`src/rtl/xirq_pkg.sv`:
```
package xirq_pkg;

    localparam int XIRQ_LINES    = 9;
    localparam int XIRQ_DW       = 32;
    localparam int XIRQ_AW       = 6;
    localparam int XIRQ_TEST_BIT = 31;

    // word index = byte address bits 5..2; the map order is decoded by the bus
    typedef enum logic [3:0] {
        RG_IMSET = 4'd0,
        RG_IMCLR = 4'd1,
        RG_IMASK = 4'd2,
        RG_STAT  = 4'd3,
        RG_STCLR = 4'd4,
        RG_MODE  = 4'd5,
        RG_EDGE  = 4'd6,
        RG_LEVEL = 4'd7,
        RG_FILT  = 4'd8,
        RG_TEST  = 4'd9,
        RG_ASYNC = 4'd10,
        RG_RSVD  = 4'd11,
        RG_LNSET = 4'd12,
        RG_LNCLR = 4'd13,
        RG_LNEN  = 4'd14
    } xirq_reg_e;

    typedef struct packed {
        logic lvl_sense;    // 1: level, 0: edge
        logic rising;       // edge polarity
        logic act_high;     // level polarity
        logic filt_on;      // glitch filter
        logic bypass_sync;  // skip the synchronizer
    } xirq_lcfg_t;

    function automatic logic [3:0] word_index(input logic [XIRQ_AW-1:0] a);
        return a[5:2];
    endfunction

endpackage

```
`src/rtl/xirq_regs.sv`:
```
module xirq_regs
    import xirq_pkg::*;
#(
    parameter int N  = XIRQ_LINES,
    parameter int DW = XIRQ_DW
) (
    input  logic                   clk,
    input  logic                   rst,
    input  logic                   bus_wr,
    input  logic [XIRQ_AW-1:0]     bus_addr,
    input  logic [DW-1:0]          bus_wdata,
    output logic [DW-1:0]          bus_rdata,
    input  logic [N-1:0]           stat,
    output logic [N-1:0]           mask,
    output logic [N-1:0]           line_en,
    output logic [N-1:0]           stat_clr,
    output xirq_lcfg_t [N-1:0]     cfg,
    output logic                   test_on,
    output logic [N-1:0]           test_val
);

    logic [3:0]   idx;
    logic [N-1:0] w_n;
    logic [N-1:0] mask_q, en_q, mode_q, edge_q, lvl_q, filt_q, async_q, tval_q;
    logic         ton_q;
    logic         wdata_unused;

    assign idx          = word_index(bus_addr);
    assign w_n          = bus_wdata[N-1:0];
    assign wdata_unused = ^{bus_wdata[DW-2:N], bus_addr[1:0]};

    always_ff @(posedge clk) begin
        if (rst) begin
            mask_q  <= '0;
            en_q    <= '0;
            mode_q  <= '0;
            edge_q  <= '0;
            lvl_q   <= '0;
            filt_q  <= '0;
            async_q <= '0;
            tval_q  <= '0;
            ton_q   <= 1'b0;
        end else if (bus_wr) begin
            case (idx)
                RG_IMSET: mask_q  <= mask_q | w_n;
                RG_IMCLR: mask_q  <= mask_q & ~w_n;
                RG_LNSET: en_q    <= en_q | w_n;
                RG_LNCLR: en_q    <= en_q & ~w_n;
                RG_MODE:  mode_q  <= w_n;
                RG_EDGE:  edge_q  <= w_n;
                RG_LEVEL: lvl_q   <= w_n;
                RG_FILT:  filt_q  <= w_n;
                RG_ASYNC: async_q <= w_n;
                RG_TEST: begin
                    tval_q <= w_n;
                    ton_q  <= bus_wdata[XIRQ_TEST_BIT];
                end
                default: ;
            endcase
        end
    end

    assign stat_clr = (bus_wr && idx == RG_STCLR) ? w_n : '0;

    always_comb begin
        bus_rdata = '0;
        case (idx)
            RG_IMASK: bus_rdata[N-1:0] = mask_q;
            RG_STAT:  bus_rdata[N-1:0] = stat;
            RG_MODE:  bus_rdata[N-1:0] = mode_q;
            RG_EDGE:  bus_rdata[N-1:0] = edge_q;
            RG_LEVEL: bus_rdata[N-1:0] = lvl_q;
            RG_FILT:  bus_rdata[N-1:0] = filt_q;
            RG_ASYNC: bus_rdata[N-1:0] = async_q;
            RG_LNEN:  bus_rdata[N-1:0] = en_q;
            RG_TEST: begin
                bus_rdata[N-1:0]           = tval_q;
                bus_rdata[XIRQ_TEST_BIT]   = ton_q;
            end
            default: ;
        endcase
    end

    always_comb begin
        for (int i = 0; i < N; i++) begin
            cfg[i].lvl_sense   = mode_q[i];
            cfg[i].rising      = edge_q[i];
            cfg[i].act_high    = lvl_q[i];
            cfg[i].filt_on     = filt_q[i];
            cfg[i].bypass_sync = async_q[i];
        end
    end

    assign mask     = mask_q;
    assign line_en  = en_q;
    assign test_on  = ton_q;
    assign test_val = tval_q;

    p_mask_set_r2: assert property (@(posedge clk) disable iff (rst)
        (bus_wr && idx == RG_IMSET) |=> ((mask_q & $past(w_n)) == $past(w_n)));

    p_mask_clr_r2: assert property (@(posedge clk) disable iff (rst)
        (bus_wr && idx == RG_IMCLR) |=> ((mask_q & $past(w_n)) == '0));

    p_en_clr_r3: assert property (@(posedge clk) disable iff (rst)
        (bus_wr && idx == RG_LNCLR) |=> ((en_q & $past(w_n)) == '0));

    p_ro_ignored_r10: assert property (@(posedge clk) disable iff (rst)
        (bus_wr && (idx == RG_IMASK || idx == RG_STAT || idx == RG_LNEN || idx == RG_RSVD))
        |=> ($stable(mask_q) && $stable(en_q)));

endmodule

```
`src/rtl/xirq_cond.sv`:
```
module xirq_cond #(
    parameter int SYNC_STAGES = 2,
    parameter int FILT_LEN    = 3
) (
    input  logic clk,
    input  logic rst,
    input  logic raw,
    input  logic filt_on,
    input  logic bypass_sync,
    output logic cur,
    output logic prv
);

    localparam int HW = FILT_LEN - 1;

    logic [SYNC_STAGES-1:0] sy_q;
    logic [HW-1:0]          hist_q;
    logic                   cur_q, prv_q;
    logic                   sel, agree, nxt;

    assign sel   = bypass_sync ? raw : sy_q[SYNC_STAGES-1];
    assign agree = (sel & (&hist_q)) | (~sel & ~(|hist_q));
    assign nxt   = filt_on ? (agree ? sel : cur_q) : sel;

    always_ff @(posedge clk) begin
        if (rst) begin
            sy_q   <= '0;
            hist_q <= '0;
            cur_q  <= 1'b0;
            prv_q  <= 1'b0;
        end else begin
            sy_q   <= (sy_q << 1) | SYNC_STAGES'(raw);
            hist_q <= (hist_q << 1) | HW'(sel);
            cur_q  <= nxt;
            prv_q  <= cur_q;
        end
    end

    assign cur = cur_q;
    assign prv = prv_q;

    p_filter_hold_r7: assert property (@(posedge clk) disable iff (rst)
        (filt_on && sel != hist_q[0]) |=> $stable(cur_q));

endmodule

```
`src/rtl/xirq_line.sv`:
```
module xirq_line
    import xirq_pkg::*;
#(
    parameter int SYNC_STAGES = 2,
    parameter int FILT_LEN    = 3
) (
    input  logic       clk,
    input  logic       rst,
    input  logic       raw,
    input  xirq_lcfg_t cfg,
    input  logic       en,
    input  logic       clr,
    output logic       stat
);

    logic cur, prv, hit, stat_q;

    xirq_cond #(
        .SYNC_STAGES(SYNC_STAGES),
        .FILT_LEN   (FILT_LEN)
    ) u_cond (
        .clk        (clk),
        .rst        (rst),
        .raw        (raw),
        .filt_on    (cfg.filt_on),
        .bypass_sync(cfg.bypass_sync),
        .cur        (cur),
        .prv        (prv)
    );

    always_comb begin
        if (cfg.lvl_sense)
            hit = (cur == cfg.act_high);
        else if (cfg.rising)
            hit = cur & ~prv;
        else
            hit = ~cur & prv;
        hit = hit & en;
    end

    // a detection in the clear cycle wins
    always_ff @(posedge clk) begin
        if (rst)      stat_q <= 1'b0;
        else if (hit) stat_q <= 1'b1;
        else if (clr) stat_q <= 1'b0;
    end

    assign stat = stat_q;

    p_stat_needs_en_r4: assert property (@(posedge clk) disable iff (rst)
        $rose(stat_q) |-> $past(en));

    p_level_set_r5: assert property (@(posedge clk) disable iff (rst)
        (en && cfg.lvl_sense && cur == cfg.act_high) |=> stat_q);

    p_clr_drops_r5: assert property (@(posedge clk) disable iff (rst)
        (clr && !en) |=> !stat_q);

endmodule

```
`src/rtl/xirq_ctrl.sv`:
```
module xirq_ctrl
    import xirq_pkg::*;
#(
    parameter int N_LINES     = XIRQ_LINES,
    parameter int DATA_W      = XIRQ_DW,
    parameter int SYNC_STAGES = 2,
    parameter int FILT_LEN    = 3
) (
    input  logic                clk,
    input  logic                rst,
    input  logic                bus_wr,
    input  logic [XIRQ_AW-1:0]  bus_addr,
    input  logic [DATA_W-1:0]   bus_wdata,
    output logic [DATA_W-1:0]   bus_rdata,
    input  logic [N_LINES-1:0]  line_in,
    output logic                irq_out,
    output logic                clk_req
);

    logic [N_LINES-1:0]       stat, mask, line_en, stat_clr, test_val, raw;
    xirq_lcfg_t [N_LINES-1:0] cfg;
    logic                     test_on;

    xirq_regs #(
        .N (N_LINES),
        .DW(DATA_W)
    ) u_regs (
        .clk      (clk),
        .rst      (rst),
        .bus_wr   (bus_wr),
        .bus_addr (bus_addr),
        .bus_wdata(bus_wdata),
        .bus_rdata(bus_rdata),
        .stat     (stat),
        .mask     (mask),
        .line_en  (line_en),
        .stat_clr (stat_clr),
        .cfg      (cfg),
        .test_on  (test_on),
        .test_val (test_val)
    );

    assign raw = test_on ? test_val : line_in;

    for (genvar g = 0; g < N_LINES; g++) begin : g_line
        xirq_line #(
            .SYNC_STAGES(SYNC_STAGES),
            .FILT_LEN   (FILT_LEN)
        ) u_line (
            .clk (clk),
            .rst (rst),
            .raw (raw[g]),
            .cfg (cfg[g]),
            .en  (line_en[g]),
            .clr (stat_clr[g]),
            .stat(stat[g])
        );
    end

    assign irq_out = |(stat & mask);
    assign clk_req = (|mask) | (|line_en);

    p_irq_needs_mask_r9: assert property (@(posedge clk) disable iff (rst)
        irq_out |-> (|mask));

    p_clkreq_en_r9: assert property (@(posedge clk) disable iff (rst)
        (|line_en) |-> clk_req);

endmodule

```
`config.mk`:
```
export PLATFORM = sky130hd
export DESIGN_NAME = xirq_ctrl
export DESIGN_NICKNAME = d
export VERILOG_FILES = /design/src/rtl/xirq_pkg.sv /design/src/rtl/xirq_regs.sv /design/src/rtl/xirq_cond.sv /design/src/rtl/xirq_line.sv /design/src/rtl/xirq_ctrl.sv
export SDC_FILE = /design/constraint.sdc
export NUM_CORES = 1
export LEC_CHECK = 0
export BUFFER_PORTS_ARGS = -buffer_cell sky130_fd_sc_hd__buf_2
export CELL_PAD_IN_SITES_DETAIL_PLACEMENT = 0
export CELL_PAD_IN_SITES_GLOBAL_PLACEMENT = 1
export CORE_ASPECT_RATIO = 0.7
export CORE_MARGIN = 3
export CORE_UTILIZATION = 48
export CTS_CLUSTER_SIZE = 12
export DETAILED_ROUTE_END_ITERATION = 7
export GPL_TIMING_DRIVEN = 0
export PLACE_DENSITY = 0.86
export SYNTH_ARGS = -nofsm -noshare
export SYNTH_HDL_FRONTEND = slang
export SYNTH_HIERARCHICAL = 1
export SYNTH_SLANG_ARGS = --single-unit
export TNS_END_PERCENT = 50
```
`constraint.sdc`:
```
create_clock -name clk -period 2.2 [get_ports clk]
set_input_delay 0.11 -clock clk [delete_from_list [all_inputs] [get_ports clk]]
set_output_delay 0.11 -clock clk [all_outputs]
set_load 0.01 [all_outputs]
```
==> impl_metrics.env, run 1 <==
export IMPL_yosys_area_share_simple=0.186
export IMPL_tightest_slew_ps=953
export IMPL_grt_pass1_wl_mm=34.8
export IMPL_postCtsHoldBufs=1
export IMPL_cts_root_buf="clkbuf_16"
export IMPL_overflow=0
export IMPL_dpl_worst_slack_ps=-402
export IMPL_cpPeakStageDelay_ps=520
export IMPL_final_util=0.586
export IMPL_clk_path_buf_depth=2
export IMPL_rows=35
export IMPL_finalClockSkew_ps=8.52
export IMPL_muxShareOfSynthArea=0.0712
export IMPL_clkSinkCount=136
export IMPL_post_cts_buffers=0
export IMPL_cts_buffers_inserted=17
export IMPL_layout_setup_ws_ps=80.6
export IMPL_wl_per_cell_um=22.5
export IMPL_die_w_um=147
export IMPL_hold_viol_final=0
export IMPL_rsz0062_at_grt="false"
export IMPL_status="finished clean"
export IMPL_synthXorXnorAreaFrac=0
export IMPL_synthFlopType="dfxtp_1"
export IMPL_grt_max_degree=74
export IMPL_cp_slowest_cell="clkbuf_1"
export IMPL_port_buffers=36
export IMPL_min_from="bus_wdata[0]"
export IMPL_synth_top_area_frac=0.406
export IMPL_fin_setup_tns_ps=0
export IMPL_crit_path_start_kind="flop"
export IMPL_finalInstanceArea_um2=7850
export IMPL_startpoint="u_regs/test_on"
export IMPL_cp_required_ps=2480
export IMPL_design_core_area_um2=13400
export IMPL_slew_viol_final=0
export IMPL_r2r_start="u_regs/test_on"
export IMPL_nFillCells=1246
export IMPL_ys_ff_latch=136
export IMPL_powerDensity_nw_per_um2=789
export IMPL_synth_yosys_seq_area_share=0.406
export IMPL_grt_antenna_before_repair=0
export IMPL_drcViolationCount=0
export IMPL_ioPinCount=84
export IMPL_synth_edff_count=0
export IMPL_ant_nets=0
export IMPL_worstPathCellList="clkbuf_1 -> mux2_2 -> mux2i_1 -> o21bai_2 -> a21oi_2"
export IMPL_worstPathArrival_ps=2400
export IMPL_crit_buf_inv=1
export IMPL_start_util=0.501
export IMPL_drt_iter0_markers=775
export IMPL_maxCapViolations=0
export IMPL_place_congestion=0.935
export IMPL_syn_inst=735
export IMPL_hold_class="primary input to flop"
export IMPL_drt_wl_total_mm=22.7
export IMPL_vdd_drop_max_mv=0.622
export IMPL_end_kind="flop"
export IMPL_dieArea_um2=15500
export IMPL_syn_area_um2=6710
export IMPL_antennaDiodeCount=0
export IMPL_synth_top_family_by_area="compound AO/OA/AOI/OAI gates"
export IMPL_synth_distinct_cells=53
export IMPL_area_delta_synth_final_pct=16.9
export IMPL_fin_crit_ps=2120
export IMPL_synthAdderAreaFrac=0
export IMPL_drt_first_pass_iters=6
export IMPL_yosysTopAreaCell="dfxtp_1"
export IMPL_ctsHtreeMaxLevel=4
export IMPL_fin_crit_sh=0.963
export IMPL_hpwlAfterDp_mm=15.9
export IMPL_cts_tree="built"
export IMPL_grt_util_all_layers=0.295
export IMPL_ys_top_cells_by_count="136 x dfxtp_1, 73 x a21oi_1, 64 x nand3_1"
export IMPL_path_clk_slew_ps=70
export IMPL_critPathKind="flop to flop"
export IMPL_grt_pass1_vias=6023
export IMPL_slew_headroom=0.362
export IMPL_dpl_cell_area_um2=7200
export IMPL_fin_nets=862
export IMPL_die_h_um=105
export IMPL_drive_above_1_share=0.244
export IMPL_vias_per_cell=6.20
export IMPL_async_flop_share=0
export IMPL_synthTopCellsByArea="dfxtp_1 41%, a21oi_1 5.4%, mux2_2 5.0%"
export IMPL_cts_resized=0
export IMPL_synth_most_common_cell="dfxtp_1"
export IMPL_synth_compound_area_share=0.255
export IMPL_yosys_warnings=6
export IMPL_vias=6259
export IMPL_critPathMaxFanout=9
export IMPL_leakage_nw=2.89
export IMPL_clk_latency_ps=420
export IMPL_setup_viol_count_final=0
export IMPL_synth_area_per_cell_um2=9.13
export IMPL_cp_top_family="multiplexers"
export IMPL_fmax_mhz=472
area by class of cell:
cell class | instances | area [µm²] | share of cell area
Timing Repair Buffer | 37 | 193 | 0.0245
Buffer | 79 | 439 | 0.0560
Clock inverter | 15 | 209 | 0.0266
Clock buffer | 17 | 425 | 0.0542
Multi-Input combinational cell | 513 | 3520 | 0.449
Inverter | 28 | 105 | 0.0134
Tap cell | 185 | 231 | 0.0295
Sequential cell | 136 | 2720 | 0.347
metrics by stage:
step	hold WS [ps]	std cells	total power, mW
after CTS	2.03	1010	6.20
after global placement	370	977	3.11
after detailed placement	378	977	3.12
final	16.2	1010	6.19
after floorplan	172	756	2.92
after global routing	15.7	1010	6.37
where the power goes:
part	switching, mW	total [mW]	internal, mW
sequential	0.0503	2.57	2.52
combinational	0.346	0.527	0.181
clock	1.26	3.10	1.84
total	1.66	6.19	4.53
final timing paths:
check / cells past startpoint / slack (ps) / endpoint
worst max-delay path: 5 / 80 / g_line[2].u_line/u_cond/cur
worst min-delay path: 3 / 20 / flop
worst max register to register: 5 / 80 / g_line[2].u_line/u_cond/cur
worst min register to register: 1 / 440 / g_line[6].u_line/u_cond/sy_q[1]
per-layer routing:
layer,part of all wire,routed length [µm],global-route usage
met3,0.11,2410,0.0971
met4,0.024,538,0.0884
met2,0.43,9790,0.442
met5,0,0,0
met1,0.44,9990,0.405
layout by cell type, fill, tap and decap left out, types with 4 or more instances in the layout:
| cell type | instances |
|---|---|
| o21bai_2 | 9 |
| a21oi_2 | 9 |
| a22oi_1 | 7 |
| inv_1 | 28 |
| dfxtp_1 | 136 |
| mux2i_1 | 14 |
| or3b_2 | 9 |
| nand3_1 | 64 |
| clkbuf_1 | 27 |
| inv_6 | 4 |
| mux2_2 | 30 |
| a32oi_1 | 10 |
| o21a_1 | 9 |
| nand3b_1 | 4 |
| conb_1 | 22 |
| buf_2 | 58 |
| a221oi_1 | 10 |
| nand2_1 | 11 |
| and2_1 | 10 |
| o211ai_1 | 12 |
| a21oi_1 | 73 |
| a211oi_2 | 9 |
| and4b_1 | 4 |
| o311a_1 | 9 |
| o41ai_2 | 9 |
| clkbuf_16 | 17 |
| buf_4 | 27 |
| and3b_1 | 9 |
| o21ai_0 | 60 |
| and3_1 | 11 |
| nor2b_1 | 39 |
| a211oi_1 | 9 |
| inv_8 | 4 |
| nor2_1 | 20 |
| nand2b_1 | 4 |
worst register-to-register path, cell delays in order (launching register included):
cell and delay [ps]:
dfxtp_1 330, clkbuf_1 520, mux2_2 420, mux2i_1 420, o21bai_2 230, a21oi_2 60
cells by family after synthesis:
logic type             count (synthesis)
AO/OA/AOI/OAI                        242
multiplexers                          44
AND/OR/NAND/NOR                      205
buffers and inverters                107
flip-flops                           136
other                                  1
No activity file was read; power rests on OpenSTA's default activity.
==> run 2, diff against run 1 <==
--- a/config.mk
+++ b/config.mk
@@ -9,12 +9,12 @@
 export CELL_PAD_IN_SITES_DETAIL_PLACEMENT = 0
 export CELL_PAD_IN_SITES_GLOBAL_PLACEMENT = 1
 export CORE_ASPECT_RATIO = 0.7
-export CORE_MARGIN = 3
 export CORE_UTILIZATION = 48
 export CTS_CLUSTER_SIZE = 12
 export DETAILED_ROUTE_END_ITERATION = 7
 export GPL_TIMING_DRIVEN = 0
 export PLACE_DENSITY = 0.86
+export SETUP_SLACK_MARGIN = 0.2
 export SYNTH_ARGS = -nofsm -noshare
 export SYNTH_HDL_FRONTEND = slang
 export SYNTH_HIERARCHICAL = 1
==> impl_metrics.env, run 2 (synthesized netlist as in run 1, its figures left out) <==
export IMPL_grt_pass1_wl_mm=33.4
export IMPL_fin_nets=863
export IMPL_cts_tree="built"
export IMPL_hold_class="primary input to flop"
export IMPL_fin_cells=1011
export IMPL_dpl_cell_area_um2=7200
export IMPL_p_comb_frac=0.089
export IMPL_port_buffers=36
export IMPL_fin_setup_tns_ps=0
export IMPL_rsz0062_at_grt="false"
export IMPL_dieArea_um2=14500
export IMPL_grt_max_degree=74
export IMPL_final_util=0.584
export IMPL_met3_usage=0.0732
export IMPL_finalInstanceArea_um2=7830
export IMPL_end_kind="primary output"
export IMPL_overflow=0
export IMPL_area_delta_synth_final_pct=16.6
export IMPL_hold_viol_final=1
export IMPL_status="finished, violations left"
export IMPL_intPower_mw=4.32
export IMPL_grt_antenna_before_repair=0
export IMPL_violations="hold timing"
export IMPL_ioPinCount=84
export IMPL_layout_commonest_cell="dfxtp_1"
export IMPL_finalClockSkew_ps=10.3
export IMPL_critPathKind="flop to primary output"
export IMPL_drcViolationCount=0
export IMPL_slew_viol_final=0
export IMPL_grt_util_all_layers=0.318
export IMPL_die_w_um=143
export IMPL_design_core_area_um2=13400
export IMPL_leakage_nw=2.88
export IMPL_vdd_drop_max_mv=0.620
export IMPL_cts_root_buf="clkbuf_16"
export IMPL_dp_cells=977
export IMPL_powerDensity_nw_per_um2=754
export IMPL_antennaDiodeCount=0
export IMPL_crit_path_start_kind="flop"
export IMPL_vias=6214
export IMPL_total_power_mw=5.90
export IMPL_slew_headroom=0.429
export IMPL_fin_crit_sh=0.881
export IMPL_grtUsageMet2=0.469
export IMPL_clkSinkCount=136
export IMPL_switching_share=0.269
export IMPL_path_clk_slew_ps=60
export IMPL_clk_latency_ps=430
export IMPL_grt_pass1_vias=5809
export IMPL_seqPwrFrac=0.435
export IMPL_layout_common_cells="131 x dfxtp_1, 73 x a21oi_1, 64 x nand3_1"
export IMPL_cts_buffers_inserted=17
export IMPL_die_h_um=101
export IMPL_clk_path_buf_depth=2
export IMPL_wl_per_cell_um=22.0
export IMPL_maxCapViolations=0
export IMPL_worstPathArrival_ps=1830
export IMPL_tightest_slew_ps=856
export IMPL_drt_iter0_markers=685
export IMPL_fin_crit_ps=1940
export IMPL_grtUsageMet1=0.455
export IMPL_hpwlAfterDp_mm=15.7
export IMPL_holdWs_ps=-3.03
export IMPL_ctsHtreeMaxLevel=4
export IMPL_nFillCells=1220
export IMPL_setup_viol_count_final=0
export IMPL_place_congestion=0.959
export IMPL_switchingPower_mw=1.59
export IMPL_ant_nets=0
export IMPL_start_util=0.501
export IMPL_cp_required_ps=2090
export IMPL_critPathMaxFanout=4
export IMPL_drt_wl_total_mm=22.2
export IMPL_rows=35
export IMPL_vias_per_cell=6.15
export IMPL_drt_first_pass_iters=6
export IMPL_busiest_layer="met2"
export IMPL_drive_above_1_share=0.254
export IMPL_clockPowerShare=0.476
export IMPL_fmax_mhz=516
==> run 2: cell count changes in the layout (fill, tap and decap cells not counted), moves of 2 or more <==
| cell | delta |
|---|---|
| bufinv_16 | -2 |
| inv_8 | -3 |
| nor4_1 | -3 |
| inv_6 | +3 |
| dfxtp_2 | +4 |
| nor4_2 | +3 |
| dfxtp_1 | -5 |
==> run 2: timing repair <==
item                                    4_1_cts  5_1_grt
endpoints found under the setup margin       46       10
gates resized for setup                       1       11
hold endpoints to repair                      1        0
pin swaps                                     0        3
setup buffers                                 0        1
hold buffers                                  1        0
==> run 2: per-layer routing <==
metal	share of wire	vias up
li1	-	2820
met1	0.45	2989
met2	0.42	369
met3	0.11	36
met4	0.018	0
met5	0	-
==> run 2: final timing paths <==
path	depth (start not counted)	from	to	slack, ps
setup / recovery	4	flop	clk_req	260
hold / removal	3	bus_wdata[5]	flop	-3
setup reg to reg	5	u_regs/test_on	g_line[6].u_line/u_cond/cur	500
hold reg to reg	1	g_line[3].u_line/u_cond/sy_q[0]	g_line[3].u_line/u_cond/sy_q[1]	440
==> run 2: final cells by class <==
class,count,area [µm²],area share
buffer,79,440,0.0563
clock buffer,19,443,0.0566
clock inverter,13,131,0.0168
inverter,28,105,0.0134
multi-input combinational,513,3540,0.453
sequential,136,2730,0.349
tap,185,231,0.0296
timing repair buffer,38,200,0.0256
==> run 2: worst max-delay path: stages (launching register included) <==
cell and delay, ps:
dfxtp_2 360, nor4_2 310, nand3_1 110, or4_1 470
buf_2 150
==> run 2: metrics by stage <==
step | setup WS (ps) | hold slack (ps)
6_report | 261 | -3.03
5_1_grt | 200 | 19.1
4_1_cts | 144 | 0.183
3_5_place_dp | -458 | 395
3_3_place_gp | -368 | 389
2_1_floorplan | 706 | 172
==> run 2: power by group through the flow <==
stage                     logic, mW  registers (mW)  clock network [mW]
final                         0.524            2.57                2.81
after global routing          0.555            2.57                2.94
after CTS                     0.505            2.56                2.83
after detailed placement      0.501            2.62                   0
after global placement        0.493            2.62                   0
after floorplan               0.327            2.60                   0
